==> src/rtl/spc_pkg.sv <==
package spc_pkg;

    typedef enum logic [1:0] {
        ST_IDLE      = 2'd0,
        ST_FILL_REQ  = 2'd1,
        ST_FILL_WAIT = 2'd2,
        ST_WT_REQ    = 2'd3
    } ctrl_state_e;

    // Decode of one accepted request
    typedef struct packed {
        logic to_spm;
        logic is_write;
        logic tag_hit;
    } route_t;

    function automatic int unsigned tag_bits(int unsigned aw, int unsigned lines,
                                             int unsigned lw);
        return aw - $clog2(lines) - $clog2(lw);
    endfunction

endpackage

==> src/rtl/spc_scratch.sv <==
module spc_scratch #(
    parameter int DW    = 16,
    parameter int WORDS = 32,
    localparam int IW   = $clog2(WORDS)
) (
    input  logic          clk,
    input  logic          en,
    input  logic          we,
    input  logic [IW-1:0] idx,
    input  logic [DW-1:0] wdata,
    output logic [DW-1:0] rdata
);
    logic [DW-1:0] mem_q [WORDS];

    always_ff @(posedge clk) begin
        if (en) begin
            if (we) mem_q[idx] <= wdata;
            else    rdata      <= mem_q[idx];
        end
    end
endmodule

==> src/rtl/spc_cache_store.sv <==
module spc_cache_store
    import spc_pkg::*;
#(
    parameter int AW    = 8,
    parameter int DW    = 16,
    parameter int LINES = 4,
    parameter int LW    = 2,
    localparam int OFF_W = $clog2(LW),
    localparam int IDX_W = $clog2(LINES),
    localparam int TAG_W = tag_bits(AW, LINES, LW)
) (
    input  logic          clk,
    input  logic          rst,
    input  logic [AW-1:0] lk_addr,
    output logic          lk_hit,
    output logic [DW-1:0] lk_word,
    input  logic          wr_en,
    input  logic [AW-1:0] wr_addr,
    input  logic [DW-1:0] wr_data,
    input  logic          inst_en,
    input  logic [AW-1:0] inst_addr
);
    logic [LINES-1:0] vld_q;
    logic [TAG_W-1:0] tag_q  [LINES];
    logic [DW-1:0]    data_q [LINES][LW];

    logic [IDX_W-1:0] lk_idx, wr_idx, in_idx;
    logic [OFF_W-1:0] lk_off, wr_off;
    logic [TAG_W-1:0] lk_tag, in_tag;
    logic             unused_inst;

    assign lk_off  = lk_addr[OFF_W-1:0];
    assign lk_idx  = lk_addr[OFF_W +: IDX_W];
    assign lk_tag  = lk_addr[AW-1 -: TAG_W];
    assign wr_off  = wr_addr[OFF_W-1:0];
    assign wr_idx  = wr_addr[OFF_W +: IDX_W];
    assign in_idx  = inst_addr[OFF_W +: IDX_W];
    assign in_tag  = inst_addr[AW-1 -: TAG_W];
    assign unused_inst = ^inst_addr[OFF_W-1:0] ^ ^wr_addr[AW-1 -: TAG_W];

    assign lk_hit  = vld_q[lk_idx] && (tag_q[lk_idx] == lk_tag);
    assign lk_word = data_q[lk_idx][lk_off];

    for (genvar l = 0; l < LINES; l++) begin : g_line
        always_ff @(posedge clk) begin
            if (rst) begin
                vld_q[l] <= 1'b0;
                tag_q[l] <= '0;
            end else if (inst_en && in_idx == IDX_W'(l)) begin
                vld_q[l] <= 1'b1;
                tag_q[l] <= in_tag;
            end
        end
        for (genvar w = 0; w < LW; w++) begin : g_word
            always_ff @(posedge clk) begin
                if (wr_en && wr_idx == IDX_W'(l) && wr_off == OFF_W'(w))
                    data_q[l][w] <= wr_data;
            end
        end
    end


    install_hit_chk: assert property (@(posedge clk) disable iff (rst)
        inst_en |=> vld_q[$past(in_idx)] && tag_q[$past(in_idx)] == $past(in_tag));
endmodule

==> src/rtl/spc_ctrl.sv <==
module spc_ctrl
    import spc_pkg::*;
#(
    parameter int AW        = 8,
    parameter int DW        = 16,
    parameter int SPM_WORDS = 32,
    parameter int LW        = 2,
    localparam int OFF_W    = $clog2(LW)
) (
    input  logic          clk,
    input  logic          rst,
    input  logic          req_valid,
    output logic          req_ready,
    input  logic          req_write,
    input  logic [AW-1:0] req_addr,
    input  logic [DW-1:0] req_wdata,
    input  logic          tag_hit,
    input  logic [DW-1:0] hit_word,
    output logic          spm_en,
    output logic          spm_we,
    output logic          cwr_en,
    output logic [AW-1:0] cwr_addr,
    output logic [DW-1:0] cwr_data,
    output logic          inst_en,
    output logic [AW-1:0] inst_addr,
    output logic          ext_req_valid,
    input  logic          ext_req_ready,
    output logic          ext_req_write,
    output logic [AW-1:0] ext_req_addr,
    output logic [DW-1:0] ext_req_wdata,
    input  logic          ext_rsp_valid,
    input  logic [DW-1:0] ext_rsp_rdata,
    output logic          rsp_valid,
    output logic          rsp_hit,
    output logic          rsp_spm,
    output logic [DW-1:0] rsp_data
);
    localparam logic [AW:0]      BND      = (AW+1)'(SPM_WORDS);
    localparam logic [OFF_W-1:0] LAST_OFF = OFF_W'(LW - 1);

    ctrl_state_e      state_q;
    logic [AW-1:0]    lat_addr_q;
    logic [DW-1:0]    lat_wdata_q;
    logic             lat_hit_q;
    logic [OFF_W-1:0] beat_q;
    logic [DW-1:0]    fill_word_q;
    route_t           rt;
    logic             accept, fill_beat, last_beat, want_here;
    logic [AW-1:0]    fill_addr;

    assign rt.to_spm   = ({1'b0, req_addr} < BND);
    assign rt.is_write = req_write;
    assign rt.tag_hit  = tag_hit;

    assign req_ready = (state_q == ST_IDLE);
    assign accept    = req_valid && req_ready;
    assign fill_beat = (state_q == ST_FILL_WAIT) && ext_rsp_valid;
    assign last_beat = (beat_q == LAST_OFF);
    assign want_here = (beat_q == lat_addr_q[OFF_W-1:0]);
    assign fill_addr = {lat_addr_q[AW-1:OFF_W], beat_q};

    always_comb begin
        spm_en   = accept && rt.to_spm;
        spm_we   = rt.is_write;
        cwr_en   = 1'b0;
        cwr_addr = req_addr;
        cwr_data = req_wdata;
        if (fill_beat) begin
            cwr_en   = 1'b1;
            cwr_addr = fill_addr;
            cwr_data = ext_rsp_rdata;
        end else if (accept && !rt.to_spm && rt.is_write && rt.tag_hit) begin
            cwr_en = 1'b1;
        end
        inst_en   = fill_beat && last_beat;
        inst_addr = lat_addr_q;
    end

    always_comb begin
        ext_req_valid = (state_q == ST_FILL_REQ) || (state_q == ST_WT_REQ);
        ext_req_write = (state_q == ST_WT_REQ);
        ext_req_addr  = (state_q == ST_WT_REQ) ? lat_addr_q : fill_addr;
        ext_req_wdata = lat_wdata_q;
    end

    always_ff @(posedge clk) begin
        if (rst) begin
            state_q     <= ST_IDLE;
            lat_addr_q  <= '0;
            lat_wdata_q <= '0;
            lat_hit_q   <= 1'b0;
            beat_q      <= '0;
            fill_word_q <= '0;
            rsp_valid   <= 1'b0;
            rsp_hit     <= 1'b0;
            rsp_spm     <= 1'b0;
            rsp_data    <= '0;
        end else begin
            rsp_valid <= 1'b0;
            unique case (state_q)
                ST_IDLE: begin
                    if (accept) begin
                        lat_addr_q  <= req_addr;
                        lat_wdata_q <= req_wdata;
                        lat_hit_q   <= rt.tag_hit;
                        beat_q      <= '0;
                        if (rt.to_spm) begin
                            rsp_valid <= 1'b1;
                            rsp_hit   <= 1'b1;
                            rsp_spm   <= !rt.is_write;
                            rsp_data  <= '0;
                        end else if (rt.is_write) begin
                            state_q <= ST_WT_REQ;
                        end else if (rt.tag_hit) begin
                            rsp_valid <= 1'b1;
                            rsp_hit   <= 1'b1;
                            rsp_spm   <= 1'b0;
                            rsp_data  <= hit_word;
                        end else begin
                            state_q <= ST_FILL_REQ;
                        end
                    end
                end
                ST_FILL_REQ: begin
                    if (ext_req_ready) state_q <= ST_FILL_WAIT;
                end
                ST_FILL_WAIT: begin
                    if (ext_rsp_valid) begin
                        if (want_here) fill_word_q <= ext_rsp_rdata;
                        if (last_beat) begin
                            rsp_valid <= 1'b1;
                            rsp_hit   <= 1'b0;
                            rsp_spm   <= 1'b0;
                            rsp_data  <= want_here ? ext_rsp_rdata : fill_word_q;
                            state_q   <= ST_IDLE;
                        end else begin
                            beat_q  <= beat_q + 1'b1;
                            state_q <= ST_FILL_REQ;
                        end
                    end
                end
                ST_WT_REQ: begin
                    if (ext_req_ready) begin
                        rsp_valid <= 1'b1;
                        rsp_hit   <= lat_hit_q;
                        rsp_spm   <= 1'b0;
                        rsp_data  <= '0;
                        state_q   <= ST_IDLE;
                    end
                end
                default: state_q <= ST_IDLE;
            endcase
        end
    end


    spm_rsp_chk: assert property (@(posedge clk) disable iff (rst)
        (accept && rt.to_spm) |=> rsp_valid && rsp_hit);

    spm_noext_chk: assert property (@(posedge clk) disable iff (rst)
        (accept && rt.to_spm) |=> !ext_req_valid);

    hit_rsp_chk: assert property (@(posedge clk) disable iff (rst)
        (accept && !rt.to_spm && !rt.is_write && rt.tag_hit) |=> rsp_valid && rsp_hit && !ext_req_valid);

    miss_busy_chk: assert property (@(posedge clk) disable iff (rst)
        (accept && !rt.to_spm && !(rt.is_write == 1'b0 && rt.tag_hit)) |=> !req_ready && !rsp_valid);

    ext_hold_chk: assert property (@(posedge clk) disable iff (rst)
        (ext_req_valid && !ext_req_ready) |=> ext_req_valid && $stable(ext_req_addr) && $stable(ext_req_write));

    miss_rsp_chk: assert property (@(posedge clk) disable iff (rst)
        (rsp_valid && !rsp_hit) |-> req_ready);
endmodule

==> src/rtl/spc_router.sv <==
module spc_router
    import spc_pkg::*;
#(
    parameter int AW        = 8,
    parameter int DW        = 16,
    parameter int SPM_WORDS = 32,
    parameter int LINES     = 4,
    parameter int LW        = 2,
    localparam int SPM_IW   = $clog2(SPM_WORDS)
) (
    input  logic          clk,
    input  logic          rst,
    input  logic          req_valid,
    output logic          req_ready,
    input  logic          req_write,
    input  logic [AW-1:0] req_addr,
    input  logic [DW-1:0] req_wdata,
    output logic          rsp_valid,
    output logic          rsp_hit,
    output logic [DW-1:0] rsp_rdata,
    output logic          ext_req_valid,
    input  logic          ext_req_ready,
    output logic          ext_req_write,
    output logic [AW-1:0] ext_req_addr,
    output logic [DW-1:0] ext_req_wdata,
    input  logic          ext_rsp_valid,
    input  logic [DW-1:0] ext_rsp_rdata
);
    logic          spm_en, spm_we, rsp_spm;
    logic [DW-1:0] spm_rdata, rsp_data;
    logic          tag_hit;
    logic [DW-1:0] hit_word;
    logic          cwr_en, inst_en;
    logic [AW-1:0] cwr_addr, inst_addr;
    logic [DW-1:0] cwr_data;
    logic          unused_hi;

    assign unused_hi = ^req_addr[AW-1:SPM_IW];

    spc_scratch #(.DW(DW), .WORDS(SPM_WORDS)) u_spm (
        .clk   (clk),
        .en    (spm_en),
        .we    (spm_we),
        .idx   (req_addr[SPM_IW-1:0]),
        .wdata (req_wdata),
        .rdata (spm_rdata)
    );

    spc_cache_store #(.AW(AW), .DW(DW), .LINES(LINES), .LW(LW)) u_store (
        .clk       (clk),
        .rst       (rst),
        .lk_addr   (req_addr),
        .lk_hit    (tag_hit),
        .lk_word   (hit_word),
        .wr_en     (cwr_en),
        .wr_addr   (cwr_addr),
        .wr_data   (cwr_data),
        .inst_en   (inst_en),
        .inst_addr (inst_addr)
    );

    spc_ctrl #(.AW(AW), .DW(DW), .SPM_WORDS(SPM_WORDS), .LW(LW)) u_ctrl (
        .clk           (clk),
        .rst           (rst),
        .req_valid     (req_valid),
        .req_ready     (req_ready),
        .req_write     (req_write),
        .req_addr      (req_addr),
        .req_wdata     (req_wdata),
        .tag_hit       (tag_hit),
        .hit_word      (hit_word),
        .spm_en        (spm_en),
        .spm_we        (spm_we),
        .cwr_en        (cwr_en),
        .cwr_addr      (cwr_addr),
        .cwr_data      (cwr_data),
        .inst_en       (inst_en),
        .inst_addr     (inst_addr),
        .ext_req_valid (ext_req_valid),
        .ext_req_ready (ext_req_ready),
        .ext_req_write (ext_req_write),
        .ext_req_addr  (ext_req_addr),
        .ext_req_wdata (ext_req_wdata),
        .ext_rsp_valid (ext_rsp_valid),
        .ext_rsp_rdata (ext_rsp_rdata),
        .rsp_valid     (rsp_valid),
        .rsp_hit       (rsp_hit),
        .rsp_spm       (rsp_spm),
        .rsp_data      (rsp_data)
    );

    assign rsp_rdata = rsp_spm ? spm_rdata : rsp_data;


    idle_reset_chk: assert property (@(posedge clk) $past(rst) |-> req_ready && !rsp_valid && !ext_req_valid);
endmodule

==> config.mk <==
export PLATFORM = sky130hd
export DESIGN_NAME = spc_router
export DESIGN_NICKNAME = d
export VERILOG_FILES = /design/src/rtl/spc_pkg.sv /design/src/rtl/spc_scratch.sv /design/src/rtl/spc_cache_store.sv /design/src/rtl/spc_ctrl.sv /design/src/rtl/spc_router.sv
export SDC_FILE = /design/constraint.sdc
export NUM_CORES = 1
export LEC_CHECK = 0
export ABC_AREA = 1
export ABC_CLOCK_PERIOD_IN_PS = 3420
export BUFFER_PORTS_ARGS = -buffer_cell sky130_fd_sc_hd__buf_2
export CAP_MARGIN = 5
export CELL_PAD_IN_SITES_DETAIL_PLACEMENT = 2
export CELL_PAD_IN_SITES_GLOBAL_PLACEMENT = 2
export CORE_MARGIN = 1
export CORE_UTILIZATION = 45
export DETAILED_ROUTE_END_ITERATION = 8
export PLACE_DENSITY_LB_ADDON = 0.1
export SETUP_SLACK_MARGIN = 0.02
export SLEW_MARGIN = 25
export SYNTH_ARGS = -nofsm -noshare
export SYNTH_HDL_FRONTEND = slang
export SYNTH_SLANG_ARGS = --single-unit
==> constraint.sdc <==
create_clock -name clk -period 3.42 [get_ports clk]
set_input_delay 0 -clock clk [delete_from_list [all_inputs] [get_ports clk]]
set_output_delay 0 -clock clk [all_outputs]
set_load 0.01 [all_outputs]
=== Word level (Yosys, flattened, before mapping) ===
Memory sizes are Yosys's and may differ from the RTL's. A register that Yosys moved wholly into a read port is not among the register bits.
Cells that the tools add are included.

* Register bits after elaboration: 67
* Memory bits (writable): 660
* Input bits: 46
* Word-level logic and storage cells: 190
* Memories kept: 3

{| class="wikitable"
|+ Memories
! name !! depth !! bits a word !! read ports !! clocked after Yosys merged registers in !! write ports !! line !! source
|-
| u_spm.mem_q || 32 || 16 || 1 || 1 || 1 || spc_scratch.sv:13 || <nowiki>logic [DW-1:0] mem_q [WORDS];</nowiki>
|-
| u_store.data_q || 4 || 32 || 1 || 0 || 1 || spc_cache_store.sv:25 || <nowiki>logic [DW-1:0] data_q [LINES][LW];</nowiki>
|-
| u_store.tag_q || 4 || 5 || 1 || 0 || 4 || spc_cache_store.sv:24 || <nowiki>logic [TAG_W-1:0] tag_q [LINES];</nowiki>
|}

* Add/sub/neg operators: 1
* $lt $le $gt $ge: 3
* Equal/unequal tests: 20
* Muxes and demuxes: 101
* Bitwise operators: 7
* Reduce and logical (&&, ||, !) cells: 41

{| class="wikitable"
|+ Operators by type and width
! kind !! number
|-
| two-way mux 16 bit || 13
|-
| two-way mux 32 bit || 3
|-
| OR reduction 32 bit || 3
|-
| two-way mux 1 bit || 60
|-
| one-hot mux 16 bit (3 select lines) || 1
|-
| two-way mux 2 bit || 13
|-
| logical AND 1 bit || 24
|-
| two-way mux 5 bit || 4
|-
| equality test 2 bit (second input constant) || 6
|-
| inequality test 2 bit (second input constant) || 5
|-
| inequality test 3 bit (second input constant) || 3
|-
| one-hot mux 1 bit (3 select lines) || 3
|-
| less-than comparator 8 x 6 -> 1 bit (second input constant) || 1
|-
| one-hot mux 2 bit (4 select lines) || 1
|-
| AND reduction 7 bit || 1
|-
| equality test 2 x 1 -> 1 bit (second input constant) || 3
|-
| zero test 2 bit || 3
|-
| AND reduction 2 bit || 3
|-
| AND reduction 6 bit || 1
|-
| equality test 5 bit || 1
|-
| bitwise OR 1 bit || 4
|-
| less-than comparator 2 x 3 -> 1 bit (second input constant) || 1
|-
| two-way mux 3 bit || 1
|-
| AND reduction 3 bit || 1
|-
| other kinds (12) || 14
|}

=== Logic depth before layout (Yosys ltp) ===
Gate-level depths: netlist (run 1).

* Depth after elaboration: 15
* Mapped depth: 14
* Gate-level depth less buffers: 13

=== Hierarchy ===
Synthesis (run 1) repeated with hierarchy kept, for this count alone.

* Cell total of the unflattened synthesis: 3,171
* Area, all modules: 31,819.3 µm²

{| class="wikitable"
|+ By module, submodules not included
! module !! times used !! cells an instance !! area each (µm²)
|-
| spc_scratch || 1 || 2,078 || 22,063.7
|-
| spc_cache_store || 1 || 514 || 6,125.9
|-
| spc_ctrl || 1 || 527 || 3,385.7
|-
| spc_router || 1 || 52 || 244.0
|}

=== Worst setup path after synthesis (run 1) ===
OpenSTA, ideal clock, no wires.

* Path kind: reg2reg
* Start: reg u_ctrl.state_q[0]
* End: mem u_spm.mem_q[11][0] (enable)
* Data arrival time: 2.194 ns
* Setup slack: 0.838 ns
* Cell stages (with the launch flop): 9
* Buffers on the path: 1
* Path through: dfxtp_1 buf_4 nor2_1 inv_2 nor2_1 nand2_1 nor2_1 nand2_1 nor2_1

* Cells in the longest elaborated chain, start to end: 5

{| class="wikitable"
|+ RTL lines
! element !! line !! source
|-
| start: declaration || spc_ctrl.sv:41 || <nowiki>ctrl_state_e state_q;</nowiki>
|-
| start signal: assignment || spc_ctrl.sv:88 || <nowiki>state_q <= ST_IDLE;</nowiki>
|-
| start signal: assignment || spc_ctrl.sv:113 || <nowiki>state_q <= ST_WT_REQ;</nowiki>
|-
| start signal: assignment || spc_ctrl.sv:120 || <nowiki>state_q <= ST_FILL_REQ;</nowiki>
|-
| zero test 2 bit || spc_ctrl.sv:55 || <nowiki>assign req_ready = (state_q == ST_IDLE);</nowiki>
|-
| named net req_ready || spc_router.sv:14 || <nowiki>output logic req_ready,</nowiki>
|-
| logical AND 1 bit || spc_ctrl.sv:56 || <nowiki>assign accept = req_valid && req_ready;</nowiki>
|-
| logical AND 1 bit || spc_ctrl.sv:63 || <nowiki>spm_en = accept && rt.to_spm;</nowiki>
|-
| two-way mux 1 bit || spc_scratch.sv:16 || <nowiki>if (en) begin</nowiki>
|-
| two-way mux 1 bit (implied by the code) || spc_scratch.sv:17 || <nowiki>if (we) mem_q[idx] <= wdata;</nowiki>
|-
| end: declaration || spc_scratch.sv:13 ||
|}

The timed path passes the listed nets, and every way through them passes these cells.

=== Final worst setup path (run 1) ===
* Start: reg u_ctrl.state_q[0]
* End: mem u_spm.mem_q[28][6] (enable)

* Cells in the longest elaborated chain, start to end: 5

{| class="wikitable"
|+ RTL lines
! element !! line
|-
| zero test 2 bit || spc_ctrl.sv:55
|-
| logical AND 1 bit || spc_ctrl.sv:56
|-
| logical AND 1 bit || spc_ctrl.sv:63
|-
| two-way mux 1 bit || spc_scratch.sv:16
|-
| two-way mux 1 bit (implied by the code) || spc_scratch.sv:17
|}

Every way passes these cells.

==> qor.yml, run 1 <==
power_uw: 20900
coreArea_um2: 63000
clockBufferDepth: 3
io_buffers: 90
ant_nets: 0
grt_usage_pct: 31.5
initial_core_util_pct: 45.4
vias: 19100
drv_cap: 0
postSynthAreaPerCell_um2: 13.8
syn_inst: 2066
yosysSeqAreaShare_pct: 75.7
cts_root_buf: "clkbuf_16"
arrival_ns: 3.33
synth_cell_types: 32
crit_chain: "nor2_1 -> inv_2 -> nor2_2 -> nand2_1 -> nor2_1 -> nand2_1 -> nor2_1 -> buf_4"
synth_area_um2: 28600
crit_path_frequent_cell: "nor2_1"
routed_wl_um: 100000
worst-setup-path-type: "reg -> reg"
async_reset_ff_share_pct: 0
drt_iter0_markers: 1771
diodes: 0
status: "finished clean"
antenna_found_initial: 2
crit_family: "simple AND/OR/NAND/NOR gates"
synthesis.nets: 2112
hold_class: "in -> reg"
clock-skew-final_ns: 0.0241
mostFrequentLayoutCells: "edfxtp_1, a22oi_1, nor2_1"
start_kind: "flip-flop"
dieHeight_um: 254
synth_edf_count: 676
dp.cells: 2963
vdd.ir_drop.worst_uv: 484
hold_violations: 0
finalSetupViolations: 0
cp_num_buf_inv: 2
dominantRegCellSynth: "edfxtp_1"
gp_congestion: 0.840
cpPeakStageDelay_ns: 0.60
die-area_um2: 64600
leakagePower_uw: 0.0112
grt_pass1_vias: 20400
rsz0062_at_grt: "false"
placementRows: 92
path_max_fanout: 16
cts_resized: 0
end_kind: "flip-flop"
cts_hold_buf: 37
crit_required_ns: 3.72
min_period_ns: 3.03
slew_viol_final: 0
drive_above_1_share_pct: 14.7
clkSlewWorstSetupHoldPaths_ns: 0.06
cts_tree: "yes"
syn2layout_area_growth_pct: 15.9
final_common_cell: "edfxtp_1"
setup_ws_ns: 0.390
dpl_worst_slack_ns: 0.390
fin_crit_sh_pct: 88.6
max_freq_mhz: 330
wl_per_cell_um: 31.9
vias_per_cell: 6.06
tns_ns: 0
grt_overflow_total: 0
post_cts_buffers: 0
io_pins: 91
cts-buffers-inserted: 79
yosysWarnings: 0
fin_nets: 2281
fin_cells: 3143
die_x_um: 254
drtPass1Iterations: 7
worst_pin_slew_ns: 1.11
insertion_delay_ns: 0.64
synth.ff_latch_count: 743
grt_max_degree: 68
slowest_stage: "nand2_1"
clock-sinks: 743
htree_levels: 3
drcViolationCount: 0
hpwl_um: 65100
max_slew_margin_pct: 26.0
grt_first_pass_wirelength_um: 144000
p_per_area_nw_per_um2: 632
==> per-stage QoR <==
stage               util, %  hold WS, ns  area, um2
floorplan                 -       0.0989      28600
global placement       48.1        0.303      30300
detailed placement     48.2        0.318      30300
CTS                    52.6      0.00735      33100
global route           52.6       0.0191      33100
finish                 52.6       0.0350      33100
==> logic make-up (layout without fill, tap and decap cells) <==
family | Yosys count | count (layout) | share of synthesized area [%]
XOR/XNOR | 3 | 3 | 0.118
AO/OA/AOI/OAI | 617 | 617 | 13.5
buffers and inverters | 219 | 450 | 3.30
multiplexers | 16 | 16 | 0.630
flip-flops | 743 | 743 | 75.7
AND/OR/NAND/NOR | 468 | 468 | 6.77
==> layout make-up <==
cell class                 count  area (um2)
clock buffer                  99        2140
clock inverter                44         304
fill                        5882       29800
inverter                      79         304
multi-input combinational   1104        6060
sequential                   743       21600
tap                          846        1060
timing repair buffer         228        1640
==> synthesized netlist by cell type (16+ instances only) <==
library cell	instances	area, um2
nand3_1	45	225
clkbuf_1	87	327
nor2_1	211	792
inv_1	73	274
a22oi_1	256	1920
o211ai_1	42	315
dfxtp_1	67	1340
a21oi_1	169	846
buf_2	32	160
o21ai_0	144	721
nor4_1	32	200
edfxtp_1	676	20300
nand2_1	161	604
mux2_2	16	180
==> routing by layer <==
| layer | share of wire, % | wire, um | up-vias | global-route usage, % |
|---|---|---|---|---|
| met5 | 0.013 | 13 | - | 0 |
| met4 | 4.2 | 4210 | 2 | 12.8 |
| met3 | 6.1 | 6110 | 174 | 6.05 |
| met2 | 50 | 49700 | 645 | 53.0 |
| met1 | 40 | 40100 | 10100 | 39.9 |
| li1 | - | - | 8159 | - |
==> state kept, by name, summed over array words and instances (netlist names), 2 cells and up <==
register              flops
u_store.tag_q            20
u_ctrl.rsp_data          16
u_spm.rdata              16
u_spm.mem_q             512
u_ctrl.ext_req_wdata     16
u_ctrl.inst_addr          8
u_store.data_q          128
u_ctrl.fill_word_q       16
u_store.vld_q             4
u_ctrl.state_q            2
==> power breakdown <==
part / switching (uW) / leakage (uW) / internal (uW)
Sequential: 150 / 0.00665 / 10200
Clock: 3620 / 0.00119 / 4660
Combinational: 1690 / 0.00334 / 641
Total: 5470 / 0.0112 / 15500
==> path summary, 6_finish.rpt <==
path / start / end / slack [ns] / cells after the start
min reg2reg: u_ctrl.rsp_data[2] / u_ctrl.rsp_data[2] / 0.47 / 2
max reg2reg: u_ctrl.state_q[0] / u_spm.mem_q[28][6] / 0.39 / 8
min: req_wdata[8] / u_spm.mem_q[1][8] / 0.04 / 2
max: u_ctrl.state_q[0] / u_spm.mem_q[28][6] / 0.39 / 8
Power figures use the tool's default switching activity.
==> run 2: changes to the inputs <==
--- a/config.mk
+++ b/config.mk
@@ -7,13 +7,13 @@
 export LEC_CHECK = 0
 export ABC_AREA = 1
 export ABC_CLOCK_PERIOD_IN_PS = 3420
-export BUFFER_PORTS_ARGS = -buffer_cell sky130_fd_sc_hd__buf_2
 export CAP_MARGIN = 5
 export CELL_PAD_IN_SITES_DETAIL_PLACEMENT = 2
 export CELL_PAD_IN_SITES_GLOBAL_PLACEMENT = 2
 export CORE_MARGIN = 1
-export CORE_UTILIZATION = 45
+export CORE_UTILIZATION = 46
 export DETAILED_ROUTE_END_ITERATION = 8
+export DONT_BUFFER_PORTS = 1
 export PLACE_DENSITY_LB_ADDON = 0.1
 export SETUP_SLACK_MARGIN = 0.02
 export SLEW_MARGIN = 25
==> qor.yml, run 2 (synthesis results as in run 1) <==
status: "finished clean"
dieHeight_um: 251  # -1.1%
max_freq_mhz: 307  # -6.9%
worst-setup-path-type: "reg -> reg"
largest_reg_flops: 512  # unchanged
drtPass1Iterations: 5  # -2
start_kind: "flip-flop"
tns_ns: 0  # unchanged
reg2reg_from: "u_ctrl.state_q[0]"
vias_per_cell: 6.17  # +1.8%
fin_crit_sh_pct: 95.2  # +6.6 points
crit_required_ns: 3.74  # +0.02 ns
die-area_um2: 63200  # -2.2%
r2r_setup_slack_ns: 0.17  # -0.22 ns
drv_cap: 0  # unchanged
slowest_stage: "nand2_1"
arrival_ns: 3.58  # +0.25 ns
clock-skew-final_ns: 0.0288  # +0.00470 ns
ant_nets: 0  # unchanged
grt_first_pass_wirelength_um: 146000  # +1.6%
drt_iter0_markers: 1724  # -2.7%
die_x_um: 251  # -1.1%
min_period_ns: 3.25  # +0.225 ns
vias: 18900  # -0.62%
cts_root_buf: "clkbuf_16"
cts-buffers-inserted: 78  # -1.3%
coreArea_um2: 61600  # -2.2%
io_buffers: 0  # -100%
grt_max_degree: 121  # +78%
hold_violations: 0  # unchanged
end_kind: "flip-flop"
finalSetupViolations: 0  # unchanged
syn2layout_area_growth_pct: 16.5
drive_above_1_share_pct: 11.5  # -3.2 points
dp.cells: 2840  # -4.2%
io_pins: 91  # unchanged
fin_cells: 3069  # -2.4%
initial_core_util_pct: 46.4  # +1.0 points
ff_latch_area_um2: 21600  # unchanged
path_max_fanout: 12  # -4
cpPeakStageDelay_ns: 0.68  # +0.08 ns
clock-sinks: 743  # unchanged
antenna_found_initial: 3  # +1
rsz0062_at_grt: "false"
clockBufferDepth: 3  # unchanged
p_per_area_nw_per_um2: 639  # +1.0%
htree_levels: 3  # unchanged
hold_class: "in -> reg"
insertion_delay_ns: 0.64  # about the same
drcViolationCount: 0  # unchanged
cp-endpoint: "u_spm.mem_q[5][3]"
top_regs: "u_spm.mem_q (512), u_store.data_q (128), u_store.tag_q (20)"
startpoint: "u_ctrl.state_q[0]"
crit_chain: "nor2_1 -> buf_4 -> inv_2 -> nor2_2 -> nand2_1 -> nor2_1 -> nand2_1 -> nor2_1 -> buf_4"
top_register: "u_spm.mem_q"
gp_congestion: 0.814  # -3.1%
worst_pin_slew_ns: 0.973  # -0.137 ns
r2r_end: "u_spm.mem_q[5][3]"
r2r_cells: 9  # +1
final.fill_count: 5561  # -5.5%
hpwl_um: 60900  # -6.5%
clkSlewWorstSetupHoldPaths_ns: 0.06  # about the same
wl_per_cell_um: 33.1  # +3.8%
multiInputGateArea_um2: 6050  # about the same
cts_tree: "yes"
vdd.ir_drop.worst_uv: 433  # -11%
grt_overflow_total: 0  # unchanged
hold_depth: 5  # +3
final_common_cell: "edfxtp_1"
mostFrequentLayoutCells: "edfxtp_1, a22oi_1, nor2_1"
slew_viol_final: 0  # unchanged
crit_path_frequent_cell: "nor2_1"
grt_pass1_vias: 20100  # -1.5%
routed_wl_um: 102000  # +1.4%
leakagePower_uw: 0.0110  # -1.5%
max_slew_margin_pct: 34.5  # +8.5 points
fin_nets: 2216  # -2.8%
grt_usage_pct: 32.4  # +0.98 points
placementRows: 91  # -1.1%
run 2: per-layer routing:
layer / share of wire [%] / GRT usage, % / vias up
met3: 6.3 / 5.76 / 183
met4: 3.2 / 10.4 / 2
li1: - / - / 8035
met5: 0.013 / 0 / -
met2: 49 / 54.6 / 748
met1: 41 / 42.8 / 9973
run 2: layout make-up:
class | instances | area share, %
multi-input cells | 1104 | 18.2
inverters | 79 | 0.924
clock inverters | 41 | 1.13
clock buffers | 100 | 6.49
repair buffers | 164 | 5.16
flip-flops and latches | 743 | 65.0
diodes | 1 | 0.00751
well taps | 837 | 3.14
run 2: worst min path at each step:
| stage | endpoint | startpoint | slack (ns) |
|---|---|---|---|
| after floorplan | u_spm.mem_q[0][0] | req_wdata[0] | 0.1 |
| after global placement | u_ctrl.lat_hit_q | rst | 0.09 |
| after detailed placement | u_ctrl.lat_hit_q | rst | 0.09 |
| after CTS | u_ctrl.rsp_data[12] | req_addr[2] | 0.002 |
| after global routing | u_ctrl.rsp_data[8] | req_addr[0] | 0.04 |
| final | u_ctrl.rsp_data[8] | req_addr[0] | 0.03 |
run 2: per-stage QoR:
step | setup WS (ns) | util, % | area (um2) | total power, uW | hold WS (ns)
floorplan | 0.838 | - | 28600 | 11700 | 0.0989
global placement | 0.524 | 48.2 | 29700 | 12300 | 0.0860
detailed placement | 0.313 | 48.2 | 29700 | 12400 | 0.0914
CTS | 0.0212 | 53.9 | 33200 | 21300 | 0.00229
global route | 0.0755 | 54.1 | 33300 | 21800 | 0.0435
finish | 0.165 | 54.1 | 33300 | 21300 | 0.0269
run 2: report_power, final:
group / switching [uW] / internal (uW)
clock: 3670 / 4930
combinational: 1620 / 657
sequential: 217 / 10200
run 2: timing repair:
action	4_1_cts	5_1_grt
endpoints found under the hold margin	719	24
setup endpoints to repair	0	22
hold buffers	80	3
resized for setup	0	2
setup buffers	0	4
run 2: critical path, delay by kind of cell, from the launching register on:
kind          cells  cell delay (ns)
simple gates      6             1.97
buf+inv           3             0.53
flops             1             0.46
==> run 3: changes to the inputs <==
--- a/config.mk
+++ b/config.mk
@@ -5,13 +5,12 @@
 export SDC_FILE = /design/constraint.sdc
 export NUM_CORES = 1
 export LEC_CHECK = 0
-export ABC_AREA = 1
 export ABC_CLOCK_PERIOD_IN_PS = 3420
 export CAP_MARGIN = 5
 export CELL_PAD_IN_SITES_DETAIL_PLACEMENT = 2
 export CELL_PAD_IN_SITES_GLOBAL_PLACEMENT = 2
 export CORE_MARGIN = 1
-export CORE_UTILIZATION = 46
+export CORE_UTILIZATION = 49
 export DETAILED_ROUTE_END_ITERATION = 8
 export DONT_BUFFER_PORTS = 1
 export PLACE_DENSITY_LB_ADDON = 0.1
@@ -20,3 +19,4 @@
 export SYNTH_ARGS = -nofsm -noshare
 export SYNTH_HDL_FRONTEND = slang
 export SYNTH_SLANG_ARGS = --single-unit
+export TNS_END_PERCENT = 30
==> constraint.sdc (replaced) <==
create_clock -name clk -period 3.42 [get_ports clk]
set_input_delay 0.684 -clock clk [delete_from_list [all_inputs] [get_ports clk]]
set_output_delay 0.684 -clock clk [all_outputs]
set_load 0.01 [all_outputs]
==> qor.yml, run 3 <==
status: "finished clean"
postSynthAreaPerCell_um2: 18.7  # +35%
die-area_um2: 60100  # -4.9%
antenna_found_initial: 3  # unchanged
drtPass1Iterations: 5  # unchanged
synthesis.nets: 1596  # -24%
grt_usage_pct: 29.9  # -2.5 points
hold_class: "in -> reg"
vdd.ir_drop.worst_uv: 534  # +23%
rsz0062_at_grt: "false"
cpPeakStageDelay_ns: 0.54  # -0.14 ns
htree_levels: 3  # unchanged
hold_start: "rst"
synth_common_cells: "edfxtp_1, nand2_1, mux4_2"
max_slew_margin_pct: 35.4  # +0.85 points
slew_viol_final: 0  # unchanged
synth_compound_gate_area_share_pct: 3.59  # -9.9 points
drt_iter0_markers: 1440  # -16%
path_max_fanout: 16  # +4
p_per_area_nw_per_um2: 596  # -6.7%
drcViolationCount: 0  # unchanged
cts_root_buf: "clkbuf_16"
fin_crit_sh_pct: 80.6  # -15 points
vias_per_cell: 6.44  # +4.4%
routed_wl_um: 87700  # -14%
arrival_ns: 3.04  # -0.54 ns
wl_per_cell_um: 36.2  # +9.5%
crit_chain: "mux4_1 -> xnor2_1 -> o2111a_1 -> nand4_1 -> a21oi_2 -> buf_4"
synth.ff_latch_count: 743  # unchanged
synth_edf_count: 676  # unchanged
cts-buffers-inserted: 79  # +1.3%
top_regs: "u_spm.mem_q (512), u_store.data_q (128), u_store.tag_q (20)"
io_pins: 91  # unchanged
coreArea_um2: 58000  # -5.8%
final.fill_count: 4878  # -12%
fin_nets: 1644  # -26%
mostFrequentLayoutCells: "edfxtp_1, nand2_1, mux4_2"
gp_congestion: 0.838  # +2.9%
clkSlewWorstSetupHoldPaths_ns: 0.06  # about the same
yosysTopAreaCellShare_pct: 70.1  # -0.90 points
yosys.area_share.xor_xnor_pct: 0.324  # +0.21 points
ant_nets: 0  # unchanged
synth_top_family_by_area: "multiplexers"
die_x_um: 245  # -2.5%
setup_ws_ns: 0.664  # +0.499 ns
drv_cap: 0  # unchanged
cts_hold_buf: 0  # -100%
cts_tree: "yes"
startpoint: "u_store.tag_q[3][0]"
crit_required_ns: 3.70  # -0.04 ns
clockBufferDepth: 3  # unchanged
synth_mux_area_share_pct: 15.1  # +14 points
dpl_worst_slack_ns: 0.283  # -0.0300 ns
synth_most_common_cell: "edfxtp_1"
dieHeight_um: 245  # -2.5%
reg2reg_from: "u_store.tag_q[3][0]"
vias: 15600  # -18%
yosysWarnings: 0  # unchanged
grt_max_degree: 175  # +45%
synth_area_um2: 29000  # +1.3%
cts_resized: 0  # unchanged
min_period_ns: 2.76  # -0.499 ns
grt_first_pass_wirelength_um: 126000  # -14%
syn_inst: 1550  # -25%
tns_ns: 0  # unchanged
diodes: 0  # -1
finalSetupViolations: 0  # unchanged
end_kind: "flip-flop"
hpwl_um: 52900  # -13%
ff_latch_area_um2: 21600  # unchanged
drive_above_1_share_pct: 22.6  # +11 points
largest_reg_flops: 512  # unchanged
yosysSeqAreaShare_pct: 74.7  # -0.96 points
leakagePower_uw: 0.0106  # -4.1%
multiInputGateArea_um2: 6890  # +14%
grt_overflow_total: 0  # unchanged
async_reset_ff_share_pct: 0  # unchanged
worst-setup-path-type: "reg -> reg"
clock-skew-final_ns: 0.0292  # +0.000440 ns
synthAdderAreaFrac_pct: 0  # unchanged
grt_pass1_vias: 16900  # -16%
synth_cell_types: 53  # +66%
dominantRegCellSynth: "edfxtp_1"
insertion_delay_ns: 0.63  # about the same
post_cts_buffers: 0  # unchanged
syn2layout_area_growth_pct: 12.3
initial_core_util_pct: 49.9  # +3.5 points
io_buffers: 0  # unchanged
clock-sinks: 743  # unchanged
synth.area.top_cells: "edfxtp_1, mux4_2, dfxtp_1"
worst_pin_slew_ns: 0.968  # -0.00507 ns
synth_simple_gate_area_share_pct: 4.63  # -2.1 points
start_kind: "flip-flop"
hold_violations: 0  # unchanged
slowest_stage: "mux4_1"
final_common_cell: "edfxtp_1"
placementRows: 88  # -3.3%
max_freq_mhz: 363  # +18%
synth_area_leader_cell: "edfxtp_1"
top_register: "u_spm.mem_q"
[run 3: final timing paths]
check / endpoint / slack [ns] / cells after the start
worst min register to register: u_store.vld_q[0] / 0.45 / 1
worst max-delay path: u_store.data_q[1][14] / 0.66 / 6
worst min-delay path: u_ctrl.ext_req_wdata[3] / 0.13 / 1
worst max register to register: u_store.data_q[1][14] / 0.66 / 6
[run 3: kinds of logic after synthesis]
family,count (synthesis)
xor+xnor,9
buf+inv,111
simple gates,301
mux,228
flops,743
compound gates,158
[run 3: power by group]
part	internal, uW	switching (uW)	total [uW]	leakage (uW)
Sequential	9990	70.2	10100	0.00665
Combinational	348	497	844	0.00270
Clock	4830	3640	8460	0.00121
Total	15200	4200	19400	0.0106
[run 3: critical path: cells and delay by family, from the launching register on]
kind,cells,cell delay (ns)
buf+inv,1,0.31
flops,1,0.37
mux,1,0.54
compound gates,2,0.64
simple gates,1,0.35
xor+xnor,1,0.21
[run 3: per-layer routing]
metal | vias to the layer above | share of wire, % | global-route usage [%]
met3 | 138 | 5.9 | 4.70
met5 | - | 0.015 | 0
met2 | 625 | 50 | 49.9
met1 | 8515 | 40 | 40.1
li1 | 6320 | - | -
met4 | 2 | 3.4 | 10.4
[run 3: layout make-up]
| type | count | share of cell area (%) |
|---|---|---|
| repair buffers | 69 | 1.59 |
| clock inverters | 42 | 1.10 |
| clock buffers | 98 | 6.49 |
| well taps | 765 | 2.94 |
| multi-input cells | 696 | 21.2 |
| flip-flops and latches | 743 | 66.6 |
| inverters | 9 | 0.104 |
[run 3: per-stage QoR]
step                      std cells  total power (uW)  util [%]  hold slack [ns]  cell area [um2]
after floorplan                1550             10900         -            0.426            29000
after global placement         2282             11000      51.8            0.436            30000
after detailed placement       2282             11100      51.8            0.444            30000
after CTS                      2422             19500      56.0           0.0999            32500
after global routing           2422             19800      56.0            0.103            32500
final                          2422             19400      56.0            0.132            32500
